==> src/rtl/word_unpacker.sv <==
module word_unpacker (
  input  logic        clk,
  input  logic        rst,
  input  logic [31:0] in_word,
  input  logic        in_valid,
  output logic        in_ready,
  output logic [7:0]  out_byte,
  output logic        out_valid,
  output logic        out_last,
  input  logic        out_ready
);

  logic [31:0] hold_q;
  logic [2:0]  left_q;
  logic [2:0]  word_len;

  always_comb begin
    if (in_word[31:8] == 24'h808080)
      word_len = 3'd1;
    else if (in_word[31:16] == 16'h8181)
      word_len = 3'd2;
    else if (in_word[31:24] == 8'h82)
      word_len = 3'd3;
    else
      word_len = 3'd4;
  end

  assign in_ready  = (left_q == 3'd0);
  assign out_valid = (left_q != 3'd0);
  assign out_last  = (left_q == 3'd1);
  assign out_byte  = hold_q[7:0];

  always_ff @(posedge clk) begin
    if (rst) begin
      hold_q <= '0;
      left_q <= 3'd0;
    end else if (in_ready) begin
      if (in_valid) begin
        hold_q <= in_word;
        left_q <= word_len;
      end
    end else if (out_ready) begin
      hold_q <= {8'h00, hold_q[31:8]};
      left_q <= left_q - 3'd1;
    end
  end

endmodule

==> config.mk <==
export PLATFORM = sky130hd
export DESIGN_NAME = word_unpacker
export DESIGN_NICKNAME = d
export VERILOG_FILES = /design/src/rtl/word_unpacker.sv
export SDC_FILE = /design/constraint.sdc
export NUM_CORES = 1
export LEC_CHECK = 0
export BUFFER_PORTS_ARGS = -buffer_cell sky130_fd_sc_hd__buf_2
export CELL_PAD_IN_SITES_DETAIL_PLACEMENT = 1
export CELL_PAD_IN_SITES_GLOBAL_PLACEMENT = 1
export CORE_ASPECT_RATIO = 0.8
export CORE_MARGIN = 1.5
export CORE_UTILIZATION = 40
export DETAILED_ROUTE_END_ITERATION = 8
export PLACE_DENSITY_LB_ADDON = 0.1
export SLEW_MARGIN = 0
export SYNTH_ARGS = -nofsm -noshare
export SYNTH_HDL_FRONTEND = slang
export SYNTH_SLANG_ARGS = --single-unit
==> constraint.sdc <==
create_clock -name clk -period 3.25 [get_ports clk]
set_clock_uncertainty 0.05 [all_clocks]
set_input_delay 0.1625 -clock clk [delete_from_list [all_inputs] [get_ports clk]]
set_output_delay 0.1625 -clock clk [all_outputs]
set_load 0.1 [all_outputs]
# == Word-level counts from Yosys, hierarchy flattened ==
# Cells that the tools add are included.
# totals
input_bits,36
reg_bits,35
out_inout_bits,11
elab_cells,21
# classes
addsub,1
n_reduce_logical,4
n_mux,9
eq_ne,5
# ops
cell,count
32-bit 2-to-1 mux,3
"24-bit == test, second input constant",1
3-bit 2-to-1 mux,6
"16-bit == test, second input constant",1
"8-bit == test, second input constant",1
"3-bit by 1-bit == test with 1-bit output, second input constant",1
3-bit zero test,1
3-bit nonzero test,1
"3-bit by 1-bit subtractor with 3-bit output, second input constant",1
"2-bit inequality test, second input constant",1
2-bit AND reduction,1
2-bit nonzero test,1

# == Logic depth before layout (Yosys ltp) ==
# depth
word_depth,6
mapped_depth,9
mapped_depth_nobuf,6

# == Worst setup path after synthesis ==
# No wires, ideal clock.
# synth_timing
kind,register -> register
start,register left_q[0]
end,register hold_q[0]
path_buffers,2
path_stages_with_launch,9
setup_slack_ns,1.406
synth_period_minus_slack_ns,1.844
setup_ns,0.091
required_ns,3.109
t_arrival_ns,1.703
cell_sequence,dfxtp_1 -> inv_1 -> ha_1 -> nand2b_1 -> buf_4 -> inv_2 -> buf_2 -> nand2_1 -> a311oi_1
# synth_between
elab_chain_len,3
elab_cells_between_ends,5
cone_classes,1 x eq/ne; 1 x mux; 3 x reduce/logical
# synth_rtl
element,line,text
"start, declared",14,logic [2:0] left_q;
"start signal, assigned",40,left_q <= word_len;
"start signal, assigned",44,left_q <= left_q - 3'd1;
3-bit zero test *,28,assign in_ready = (left_q == 3'd0);
net in_ready,6,"output logic in_ready,"
2-bit inequality test (no source line) or 2-bit nonzero test (tied branches),--,
2-bit AND reduction (no source line),--,
"end signal, assigned",39,hold_q <= in_word;
"end signal, assigned",43,"hold_q <= {8'h00, hold_q[31:8]};"
"end, declared",13,logic [31:0] hold_q;
# Mark *: on every way through the listed nets, which the timed path passes. The rest lies on a longest branch.
# A chain may end at the register's enable or synchronous reset.

# == Final worst setup path ==
# layout_timing
start,register left_q[1]
end,output port in_ready
# layout_between
elab_chain_len,1
# layout_rtl
element,line
3-bit zero test,28
"end, declared",6
# No other way between the ends.

==> reports/qor.csv <==
metric;value;unit
cp.arrival;2.34;ns
status;completed;
slew_viol_final;0;
rsz0062_at_grt;false;
grt_pass1_vias;1577;
syn_inst;210;
cts_tree;done;
setup_violations;0;
path_max_fanout;26;
drtAntennaViolNets;0;
cts_sinks;35;
yosys_register_bits;35;
num_rows;21;
clk_pin_slew;0.08;ns
synth_area_leader_cell;dfxtp_1;
viasPerCell;5.294;
fp.dieH;61.43;µm
gp_congestion;0.8057;
relSlewSlack;54.22;%
core_area;4151;µm²
clockBufferDepth;2;
postCtsHoldBufs;0;
synth.net_count;249;
vias;1583;
clk_latency;0.29;ns
synth.yosys.warnings;0;
finalHoldViolations;0;
root_buffer;clkbuf_8;
insertedDiodeCount;0;
synth_cell_types;32;
numCtsBuffers;5;
numPortBuffers;46;
final_area;1976;µm²
grt_overflow;0;
syn_area;1707;µm²
cts_htree_levels;2;
final_common_cell;nand2_1;
grt_max_degree;36;
drc;0;
wl;4.530;mm
synth_top_area_share;41.06;%
nNetsFinal;280;
dieArea;4670;µm²
crit_type;reg2out;
end_kind;output pin;
pin_count;47;
final_cell_mix;nand2_1, buf_2, nor2_1;
synth_top_flop_cell;dfxtp_1;
cts_setup_buffers;0;
final.min_clock_period;2.553;ns
drv_cap;0;
fmax;391.7;MHz
dr.first_iter.drc_count;89;
seq_area_frac_synth;41.06;%
max_slew.worst_pin.slew;0.6867;ns
grt_usage;20.55;%
start_util;41.11;%
period_share;78.56;%
finalSetupTns;0;ns
synthTopCellsByArea;dfxtp_1, a311oi_1, nand2_1;
die_x;76.03;µm
dp_hpwl;3.340;mm
startpoint_type;flip-flop;
placed_area;1872;µm²
drtPass1Iterations;4;
avgRoutedWirePerCell;15.15;µm
cts_resized;0;
hold_path_class;in2reg;
area_growth;15.76;%
worst_ep_required_time;3.04;ns
antenna_found_initial;0;
drive_gt1_share;25.21;%
grt_pass1_wl;7.376;mm
syn_avg_cell_area;8.127;µm²
async_flop_share;0;%
synth-edff-count;0;
## logic make-up (layout without fill, tap and decap cells)
family                     Yosys count  in the layout  synth area share (%)
AOI/OAI and AO/OA                   44             44                 22.07
and+or+nand+nor                    100            100                 24.71
adders and majority gates            3              3                 2.200
DFF                                 35             35                 41.06
buffers and inverters               28             60                 9.970
## cells in the mapped netlist (2+ instances only)
master	n
a21o_1	2
a22oi_1	9
a311oi_1	24
a31oi_1	2
buf_2	7
buf_4	9
buf_6	3
clkbuf_1	5
dfxtp_1	35
ha_1	3
inv_1	2
nand2_1	50
nand2b_1	2
nor2_1	36
nor4_1	4
## sequential cells by signal (all words and copies together), names as in the netlist
signal	flops
hold_q	32
left_q	3
## metal layers
layer	part of all wire, %	track usage, %	vias to the layer above
li1	-	-	798
met1	47	25.27	739
met2	48	36.68	40
met3	4.5	5.185	6
met4	0.97	6.349	0
met5	0	0	-
## final timing paths
check        startpoint        end  slack (ns)  cells after the start
max           left_q[1]   in_ready        0.70                      5
min          in_word[4]  hold_q[4]        0.08                      3
max reg2reg   left_q[1]  left_q[2]        0.98                      6
min reg2reg  hold_q[10]  hold_q[2]        0.43                      2
## worst max-delay path: stages, from the launching register on
cell and delay, ns:
dfxtp_1 0.30, inv_1 0.11, ha_1 0.21, nand2b_1 0.38
inv_2 0.52, buf_2 0.52
## through the flow
step / hold slack (ns) / setup WS, ns / util (%) / std cells
2_1_floorplan: 0.2715 / 1.406 / - / 210
3_3_place_gp: 0.3740 / 1.098 / 45.09 / 291
3_5_place_dp: 0.3908 / 0.9946 / 45.09 / 291
4_1_cts: 0.08085 / 0.6885 / 47.59 / 299
5_1_grt: 0.08721 / 0.5082 / 47.59 / 299
6_report: 0.08130 / 0.6969 / 47.59 / 299
## layout make-up
class | count | area [µm²]
clock buffer | 7 | 96.34
timing repair buffer | 49 | 252.7
sequential | 35 | 700.7
tap | 57 | 71.32
multi-input combinational | 147 | 835.8
clock inverter | 1 | 7.507
fill | 549 | 2176
inverter | 3 | 11.26
Power is left out: the tool's default activity adds up to more than one toggle a clock period on the data nets, which glitch-free logic cannot reach.
